==> config.mk <==
export PLATFORM = sky130hd
export DESIGN_NAME = bus_fault_capture
export DESIGN_NICKNAME = d
export VERILOG_FILES = /design/src/rtl/bus_fault_pkg.sv /design/src/rtl/bus_fault_ctrl.sv /design/src/rtl/bus_fault_dpath.sv /design/src/rtl/bus_fault_capture.sv
export SDC_FILE = /design/constraint.sdc
export NUM_CORES = 1
export LEC_CHECK = 0
export BUFFER_PORTS_ARGS = -buffer_cell sky130_fd_sc_hd__buf_2
export CORE_ASPECT_RATIO = 1.5
export CORE_MARGIN = 5
export CORE_UTILIZATION = 28
export DETAILED_ROUTE_END_ITERATION = 8
export GPL_ROUTABILITY_DRIVEN = 1
export SKIP_CTS_REPAIR_TIMING = 1
export SYNTH_ARGS = -nofsm -noshare
export SYNTH_HDL_FRONTEND = slang
export SYNTH_SLANG_ARGS = --single-unit
==> constraint.sdc <==
create_clock -name clk -period 0.9 [get_ports clk]
set_input_delay 0.18 -clock clk [delete_from_list [all_inputs] [get_ports clk]]
set_output_delay 0.18 -clock clk [all_outputs]
set_load 0.02 [all_outputs]
==> src/rtl/bus_fault_pkg.sv <==
package bus_fault_pkg;
  localparam int FAULT_W = 16;

  // Fault bit numbering counts from the most significant end.
  localparam int POS_PROT_OWN   = FAULT_W - 1 - 0;
  localparam int POS_PROT_OTHER = FAULT_W - 1 - 1;
  localparam int POS_PARITY     = FAULT_W - 1 - 2;
  localparam int POS_ADDR_MEM   = FAULT_W - 1 - 5;
  localparam int POS_SYS0       = FAULT_W - 1 - 7;
  localparam int POS_ADDR_IO    = FAULT_W - 1 - 8;
  localparam int POS_SYS1_A     = FAULT_W - 1 - 13;
  localparam int POS_SYS1_B     = FAULT_W - 1 - 15;

  localparam logic [FAULT_W-1:0] BUS_BITS =
    (FAULT_W'(1) << POS_PROT_OWN) | (FAULT_W'(1) << POS_PROT_OTHER) |
    (FAULT_W'(1) << POS_PARITY)   | (FAULT_W'(1) << POS_ADDR_MEM)   |
    (FAULT_W'(1) << POS_ADDR_IO);

  typedef struct packed {
    logic [FAULT_W-1:0] setMask;
    logic [FAULT_W-1:0] clrMask;
  } fault_cmd_t;
endpackage

==> src/rtl/bus_fault_ctrl.sv <==
module bus_fault_ctrl
  import bus_fault_pkg::*;
#(
  parameter int SYNC_STAGES = 2
) (
  input  logic               clk,
  input  logic               rstN,
  input  logic               busBusyN,
  input  logic               cpuOwnsCycle,
  input  logic               memCycle,
  input  logic               protErrN,
  input  logic               parErrN,
  input  logic               addrErrN,
  input  logic               sysFault0,
  input  logic               sysFault1,
  input  logic               clrStrobe,
  input  logic [FAULT_W-1:0] clrMask,
  output fault_cmd_t         cmd
);
  localparam int N_ASYNC = 2;

  logic               busyPrevQ;
  logic               trailEdge;
  logic [N_ASYNC-1:0] sysIn;
  logic [N_ASYNC-1:0] sysRise;
  logic [FAULT_W-1:0] setM;

  // Idle level of the busy line is high, so reset to high.
  always_ff @(posedge clk or negedge rstN) begin
    if (!rstN) busyPrevQ <= 1'b1;
    else       busyPrevQ <= busBusyN;
  end

  assign trailEdge = busBusyN & ~busyPrevQ;
  assign sysIn     = {sysFault1, sysFault0};

  for (genvar g = 0; g < N_ASYNC; g++) begin : gSync
    logic [SYNC_STAGES:0] chainQ;
    always_ff @(posedge clk or negedge rstN) begin
      if (!rstN) chainQ <= '0;
      else       chainQ <= {chainQ[SYNC_STAGES-1:0], sysIn[g]};
    end
    assign sysRise[g] = chainQ[SYNC_STAGES-1] & ~chainQ[SYNC_STAGES];
  end

  always_comb begin
    setM = '0;
    if (trailEdge) begin
      if (!protErrN) setM[cpuOwnsCycle ? POS_PROT_OWN : POS_PROT_OTHER] = 1'b1;
      if (!parErrN)  setM[POS_PARITY] = 1'b1;
      if (!addrErrN) setM[memCycle ? POS_ADDR_MEM : POS_ADDR_IO] = 1'b1;
    end
    if (sysRise[0]) setM[POS_SYS0] = 1'b1;
    if (sysRise[1]) begin
      setM[POS_SYS1_A] = 1'b1;
      setM[POS_SYS1_B] = 1'b1;
    end
  end

  assign cmd.setMask = setM;
  assign cmd.clrMask = clrStrobe ? clrMask : '0;

  AST_BUS_ON_TRAIL: assert property (@(posedge clk) disable iff (!rstN)
    (|(cmd.setMask & BUS_BITS)) |-> (busBusyN && !$past(busBusyN)));
  AST_PROT_OWNER: assert property (@(posedge clk) disable iff (!rstN)
    cmd.setMask[POS_PROT_OWN] |-> (cpuOwnsCycle && !protErrN));
  AST_PROT_OTHER: assert property (@(posedge clk) disable iff (!rstN)
    cmd.setMask[POS_PROT_OTHER] |-> (!cpuOwnsCycle && !protErrN));
  AST_ADDR_KIND: assert property (@(posedge clk) disable iff (!rstN)
    (cmd.setMask[POS_ADDR_MEM] |-> memCycle) and
    (cmd.setMask[POS_ADDR_IO] |-> !memCycle));
endmodule

==> src/rtl/bus_fault_dpath.sv <==
module bus_fault_dpath
  import bus_fault_pkg::*;
(
  input  logic               clk,
  input  logic               rstN,
  input  fault_cmd_t         cmd,
  output logic [FAULT_W-1:0] faultQ,
  output logic               faultAny
);
  always_ff @(posedge clk or negedge rstN) begin
    if (!rstN) faultQ <= '0;
    else       faultQ <= (faultQ & ~cmd.clrMask) | cmd.setMask;
  end

  assign faultAny = |faultQ;

  AST_SET_LANDS: assert property (@(posedge clk) disable iff (!rstN)
    (|cmd.setMask) |=> ((($past(cmd.setMask)) & ~faultQ) == '0));
  AST_HOLD: assert property (@(posedge clk) disable iff (!rstN)
    (|faultQ) |=> (((($past(faultQ)) & ~($past(cmd.clrMask))) & ~faultQ) == '0));
  AST_NO_SPURIOUS: assert property (@(posedge clk) disable iff (!rstN)
    (|faultQ) |-> ((faultQ & ~$past(faultQ) & ~$past(cmd.setMask)) == '0));
endmodule

==> src/rtl/bus_fault_capture.sv <==
module bus_fault_capture
  import bus_fault_pkg::*;
#(
  parameter int SYNC_STAGES = 2
) (
  input  logic        clk,
  input  logic        rstN,
  input  logic        busBusyN,
  input  logic        cpuOwnsCycle,
  input  logic        memCycle,
  input  logic        protErrN,
  input  logic        parErrN,
  input  logic        addrErrN,
  input  logic        sysFault0,
  input  logic        sysFault1,
  input  logic        clrStrobe,
  input  logic [15:0] clrMask,
  output logic [15:0] faultReg,
  output logic        faultAny
);
  fault_cmd_t cmd;

  bus_fault_ctrl #(.SYNC_STAGES(SYNC_STAGES)) u_ctrl (
    .clk(clk), .rstN(rstN), .busBusyN(busBusyN), .cpuOwnsCycle(cpuOwnsCycle),
    .memCycle(memCycle), .protErrN(protErrN), .parErrN(parErrN),
    .addrErrN(addrErrN), .sysFault0(sysFault0), .sysFault1(sysFault1),
    .clrStrobe(clrStrobe), .clrMask(clrMask), .cmd(cmd)
  );

  bus_fault_dpath u_dpath (
    .clk(clk), .rstN(rstN), .cmd(cmd), .faultQ(faultReg), .faultAny(faultAny)
  );

  AST_ANY_FLAG: assert property (@(posedge clk) disable iff (!rstN)
    faultAny == (faultReg != '0));
endmodule

==> results of run 1 <==
-- stage by stage --
step                setup TNS, ns  std cells  cell area (sq um)  util, %  setup WS [ns]
floorplan                  -0.248         60                831        -         -0.248
global placement           -0.705        160               1250     43.9         -0.360
detailed placement         -0.737        160               1250     43.9         -0.368
CTS                         -4.76        164               1300     45.5         -0.668
global route                -4.82        166               1510     53.1         -0.643
finish                      -4.07        166               1510     53.1         -0.546
-- logic make-up (layout without fill, tap and decap cells) --
kind of cell / Yosys count / after routing / synth area share [%]
buffers and inverters: 4 / 71 / 2.74
AO/OA/AOI/OAI: 16 / 16 / 15.4
AND/OR/NAND/NOR: 17 / 17 / 11.6
flip-flops: 23 / 23 / 70.3
-- power by group --
part           internal (mW)  switching [mW]
logic                  0.279           0.187
clock network          0.310           0.335
registers               1.09          0.0542
-- state kept, by name (all words and copies together), names as in the netlist --
name and count:
u_dpath.faultQ 16, u_ctrl.busyPrevQ 1, u_ctrl.gSync.chainQ 6
-- layout by cell type, fill, tap and decap left out --
cell type,n
buf_6,30
buf_2,28
dfrtp_1,14
a21boi_0,8
dfrtp_2,8
nand2_1,6
a22o_1,5
inv_1,3
a21o_1,3
clkbuf_8,3
nor3b_2,2
nand2_2,2
nor4_4,2
dlygate4sd3_1,2
buf_4,2
buf_12,2
nor3b_1,1
nor2b_1,1
nor4_2,1
nor4_1,1
nand4_1,1
clkinv_2,1
dfstp_2,1
-- how the worst min path moves through the flow --
stage / from / endpoint / slack [ns] / cells past startpoint
global placement: rstN / u_ctrl.gSync[0].chainQ[0] / 0.12 / 2
floorplan: rstN / u_ctrl.gSync[0].chainQ[0] / -0.12 / 0
CTS: rstN / u_ctrl.gSync[1].chainQ[0] / -0.17 / 2
global route: sysFault1 / u_ctrl.gSync[1].chainQ[0] / 0.002 / 1
detailed placement: rstN / u_ctrl.gSync[0].chainQ[0] / 0.13 / 2
finish: sysFault1 / u_ctrl.gSync[1].chainQ[0] / 0.01 / 1
-- worst register-to-register path: stages (launching register included) --
cell     delay [ns]
dfrtp_2        0.43
buf_6          0.13
buf_6          0.10
a22o_1         0.18
-- final cells by class --
| class | instances | area (sq um) | area share (%) |
|---|---|---|---|
| clock buffers | 3 | 41.3 | 2.73 |
| clock inverters | 1 | 5.00 | 0.331 |
| inverters | 3 | 11.3 | 0.744 |
| multi-input cells | 33 | 268 | 17.7 |
| flip-flops and latches | 23 | 587 | 38.8 |
| well taps | 39 | 48.8 | 3.22 |
| repair buffers | 64 | 553 | 36.5 |
-- routing by layer --
metal | wire [microns] | track usage, % | vias up
met1 | 849 | 14.3 | 353
met3 | 144 | 2.54 | 4
met2 | 1250 | 18.0 | 24
met4 | 53 | 7.48 | 0
met5 | 0 | 0 | -
li1 | - | - | 345
==> results.md, run 1 <==
* Area Growth Syn to Fin at 84.5%
* Power Density at between 1000 and 1500 nW/um^2
* Max-Slew Margin vs Limit at 82.8%
* Crit-path max cell delay at ~0.43 ns
* Via density at between 4 and 5
* WS Path Type: flop to primary output
* Outcome: finished, violations left
* Unrepaired setup endpoints after global routing: true
* Async set-or-reset flop fraction in the synthesized netlist at between 90% and 100%
* Global-route wire length before repair at 3460 microns
* Clock insertion delay at the later pin of the skew report at between 0.2 and 0.3 ns
* Synth top cells by count: dfrtp_1, a21boi_0, nand2_1
* Wire per inst at between 10 and 15 microns
* Setup violators final at 22
* Post-detailed-route count of antenna-violating nets at 0
* Yosys top cell by area: dfrtp_1
* GRT Util Overall at a little under an eighth
* Fin worst setup slack at -0.546 ns
* Prevailing post-synth register cell: dfrtp_1
* Data required time of the worst path at 0.72 ns
* CP Cell Sequence: nor4_4 -> nand4_1 -> buf_2
* Routed Wire Length at 2290 microns
* Row cnt at 24
* Crit end category: primary output
* CP bufs+invs at 1
* Post-DP HPWL at between 1500 and 2000 microns
* Initial Utilization at between 20% and 30%
* Vias in the first global route at approximately 760
* NumNets Final at between 150 and 200
* Maxcap violations at 0
* Power Total at ~2.3 mW
* RePlAce Congestion at between 0.7 and 0.8
* Critical Path AT at between 1 and 1.5 ns
* Post-synth EDFFs at 0
* Hold slack at 0.0106 ns
* Area contributors post-synth: dfrtp_1, a21boi_0, a22o_1, dfstp_2, nor4_1
* Die Ht at approximately 76 microns
* Residual DRC at 0
* Antenna cells at 0
* Post-route clock skew at 0.00589 ns
* Period utilisation layout at 161%
* Clk sinks at 23
* Delay-heaviest family, CP: flip-flops
* Worst-path fanout max at 3
* Share of the synthesized area in the top cell type at between 60% and 70%
* CTS Buf Count at 3
* Initial antenna violation count at 0
* R2R depth at 3
* R2R Path Start: u_dpath.faultQ[8]
* Synthesized area per cell at approximately 14 sq um
* Largest net degree at the start of global routing at 24
* Failing checks: negative setup slack
* #FFs+latches synth at 23
* Element type at the critical path start: flop
* Synth Cell Area at between 800 and 900 sq um
* Cells after synthesis at 60
* R2r setup slk at -0.05 ns
* Worst R2R End: u_dpath.faultQ[8]
* PortBufs at 43
* H-Tree Level Count at 1
* P_leak at 0.745 nW
* Core box area at approximately 2900 sq um
* Clock slew at reported path FFs at 0.08 ns
* Worst setup startpoint: u_dpath.faultQ[12]
* Max frequency at between 600 and 700 MHz
* Distinct cells, synth at 13
* Via count at approximately 730
* CP Depth at 3
* Max clock buf depth at 2
* Tmin final at between 1 and 1.5 ns
* Num ports at 44
* Drt first pass iters at 4
* Slew Limit Fails at 0
* Post-Syn Nets at 87
* Crit-path slowest cell: dfrtp_2
* Final Hold Fails at 0
* Count leader, synth: dfrtp_1
* Largest vdd supply drop at about 1.0 mV
* Layout cell share with drive strength beyond 1 at approximately 65%
* Starting DRT DRC Count at 17
* Chip Width at approximately 54 microns
* Sequential share of the synthesized area at between 70% and 80%
* Clk Tree Root Cell: clkbuf_8
* Die area at 4140 sq um
* Fillers at about 260
* GR Overflow Total at 0
* Ys Warns at 0
* Least-Margin Pin Slew at approximately 0.26 ns
* CP Capture Point: faultAny
* TritonCTS clock tree: done
* Worst hold path type: input port to flop
No activity file was read; power rests on OpenSTA's default activity.
==> run 2: changes to the inputs <==
Clock period 0.9 ns to 1.7 ns, I/O delays scaled along.
==> results.md, run 2 (same netlist as run 1, synthesis figures left out) <==
* Outcome: finished, final reports clean
* Post-DP HPWL at 1570 microns (-8.3%)
* Max FFs per register at 16 (unchanged)
* Tmin final at 1.59 ns
* GR Overflow Total at 0 (unchanged)
* Top flop regs: u_dpath.faultQ x16, u_ctrl.gSync.chainQ x6, u_ctrl.busyPrevQ x1
* CTS Buf Count at 3 (unchanged)
* Clk Tree Root Cell: clkbuf_8
* Worst hold path type: input port to asynchronous set/reset pin
* CP Cell Sequence: nor4_4 -> nand4_1 -> buf_2
* PortBufs at 43 (unchanged)
* Crit-path max cell delay at 0.41 ns (-0.02 ns)
* Antenna cells at 0 (unchanged)
* Via count at 640 (-12%)
* Most flops, register: u_dpath.faultQ
* Data required time of the worst path at 1.36 ns (+0.64 ns)
* P_leak at 0.609 nW (-18%)
* Row cnt at 24 (unchanged)
* Worst-path fanout max at 2 (-1)
* RePlAce Congestion at 0.687 (-4.6%)
* Maxcap violations at 0 (unchanged)
* Dpl ws at 0.196 ns (+0.564 ns)
* Initial antenna violation count at 0 (unchanged)
* Setup violators final at 0 (-100%)
* Slew Limit Fails at 0 (unchanged)
* Most frequent cells in the layout: buf_2, dfrtp_1, a21boi_0
* Least-Margin Pin Slew at 0.496 ns (+0.239 ns)
* Post-detailed-route count of antenna-violating nets at 0 (unchanged)
* Fin worst setup slack at 0.108 ns (+0.654 ns)
* NumNets Final at 135 (-13%)
* Delay-heaviest family, CP: flip-flops
* Via density at 4.38 (+0.23%)
* Max frequency at ~630 MHz
* Commonest non-fill, non-tap cell in the layout: buf_2
* Residual DRC at 0 (unchanged)
* Routed Wire Length at 1950 microns (-15%)
* Chip Width at 54.2 microns (unchanged)
* Drt first pass iters at 4 (unchanged)
* Crit-path slowest cell: dfrtp_1
* Max-Slew Margin vs Limit at 66.9% (-16 points)
* Final Instance Area at 1150 sq um (-24%)
* Global-route wire length before repair at 3030 microns (-12%)
* Initial Utilization at 28.8% (unchanged)
* Vias in the first global route at 615 (-19%)
* Largest net degree at the start of global routing at 24 (unchanged)
* Clk sinks at 23 (unchanged)
* Wire per inst at 13.3 microns (-3.5%)
* Final core occ at 40.4% (-13 points)
* GRT Util Overall at 10.0% (-1.7 points)
* Layout cell share with drive strength beyond 1 at 49.5% (-15 points)
* Clock insertion delay at the later pin of the skew report at 0.25 ns (-0.02 ns)
* Starting DRT DRC Count at 7 (-10)
* Die area at 4140 sq um (unchanged)
* TritonCTS clock tree: done
* Max clock buf depth at 2 (unchanged)
* Num ports at 44 (unchanged)
* Post-route clock skew at 0.00270 ns (-0.00320 ns)
* Largest vdd supply drop at 0.474 mV (-54%)
* H-Tree Level Count at 1 (unchanged)
* Fillers at 279 (+7.7%)
* CP bufs+invs at 1 (unchanged)
* Core box area at 2850 sq um (unchanged)
* Power Total at 1.06 mW (-53%)
* Placed cell area at 1070 sq um (-14%)
* WS Path Type: flop to primary output
* Power Density at 922 nW/um^2 (-38%)
* Crit end category: primary output
* Element type at the critical path start: flop
* Critical Path AT at 1.25 ns (-0.02 ns)
* Clock slew at reported path FFs at 0.08 ns (about the same)
* Period utilisation layout at between 90% and 100%
* Final Hold Fails at 0 (unchanged)
* Die Ht at 76.3 microns (unchanged)
* Area Growth Syn to Fin at 40.5%
run 2: cell types whose count changed in the layout (fill, tap and decap cells not counted), moves of 2 or more:
cell / change
buf_2: +15
buf_6: -30
dfrtp_1: +8
dfrtp_2: -8
buf_12: -2
nor3b_2: -2
nor3b_1: +2
dlygate4sd3_1: -2
run 2: through the flow:
step                      TNS [ns]  cells  hold slack [ns]
final                            0    146           0.0407
after global routing      -0.00361    146           0.0777
after CTS                  -0.0892    145           0.0522
after detailed placement         0    141            0.336
after global placement           0    141            0.333
after floorplan                  0     60           0.0444
run 2: worst reg2reg max path, delay by kind of cell, from the launching register on:
kind               cells  cell delay [ns]
DFF                    1             0.55
AOI/OAI and AO/OA      1             0.23
and+or+nand+nor        1             0.06
run 2: metal layers:
layer	track usage (%)	share of wire (%)	vias to the layer above	wire length [microns]
li1	-	-	309	-
met1	13.7	40	308	774
met2	14.7	53	21	1040
met3	1.76	5.2	2	102
met4	5.24	1.7	0	34
met5	0	0	-	0
run 2: path summary, 6_finish.rpt:
path | startpoint | endpoint | slack, ns | depth (start not counted)
worst max-delay path | u_dpath.faultQ[12] | faultAny | 0.11 | 3
worst min-delay path | rstN | u_dpath.faultQ[5] | 0.04 | 1
worst max register to register | u_ctrl.busyPrevQ | u_dpath.faultQ[10] | 0.75 | 2
worst min register to register | u_ctrl.gSync[0].chainQ[0] | u_ctrl.gSync[0].chainQ[1] | 0.35 | 0
max in group asynchronous | rstN | u_ctrl.busyPrevQ | 1.30 | 1
min in group clk | sysFault0 | u_ctrl.gSync[0].chainQ[0] | 0.19 | 1
run 2: final cells by class:
type	instances	area [sq um]	share of cell area (%)
Clock buffer	4	45.0	3.90
Multi-Input combinational cell	33	249	21.6
Timing Repair Buffer	44	223	19.3
Inverter	3	11.3	0.976
Sequential cell	23	577	50.0
Tap cell	39	48.8	4.23
run 2: where the power goes:
part           leakage (nW)  internal (mW)  total, mW  switching, mW
clock network        0.0228          0.167      0.320          0.154
registers             0.291          0.577      0.603         0.0261
logic                 0.295         0.0637      0.140         0.0761
total                 0.609          0.807       1.06          0.256
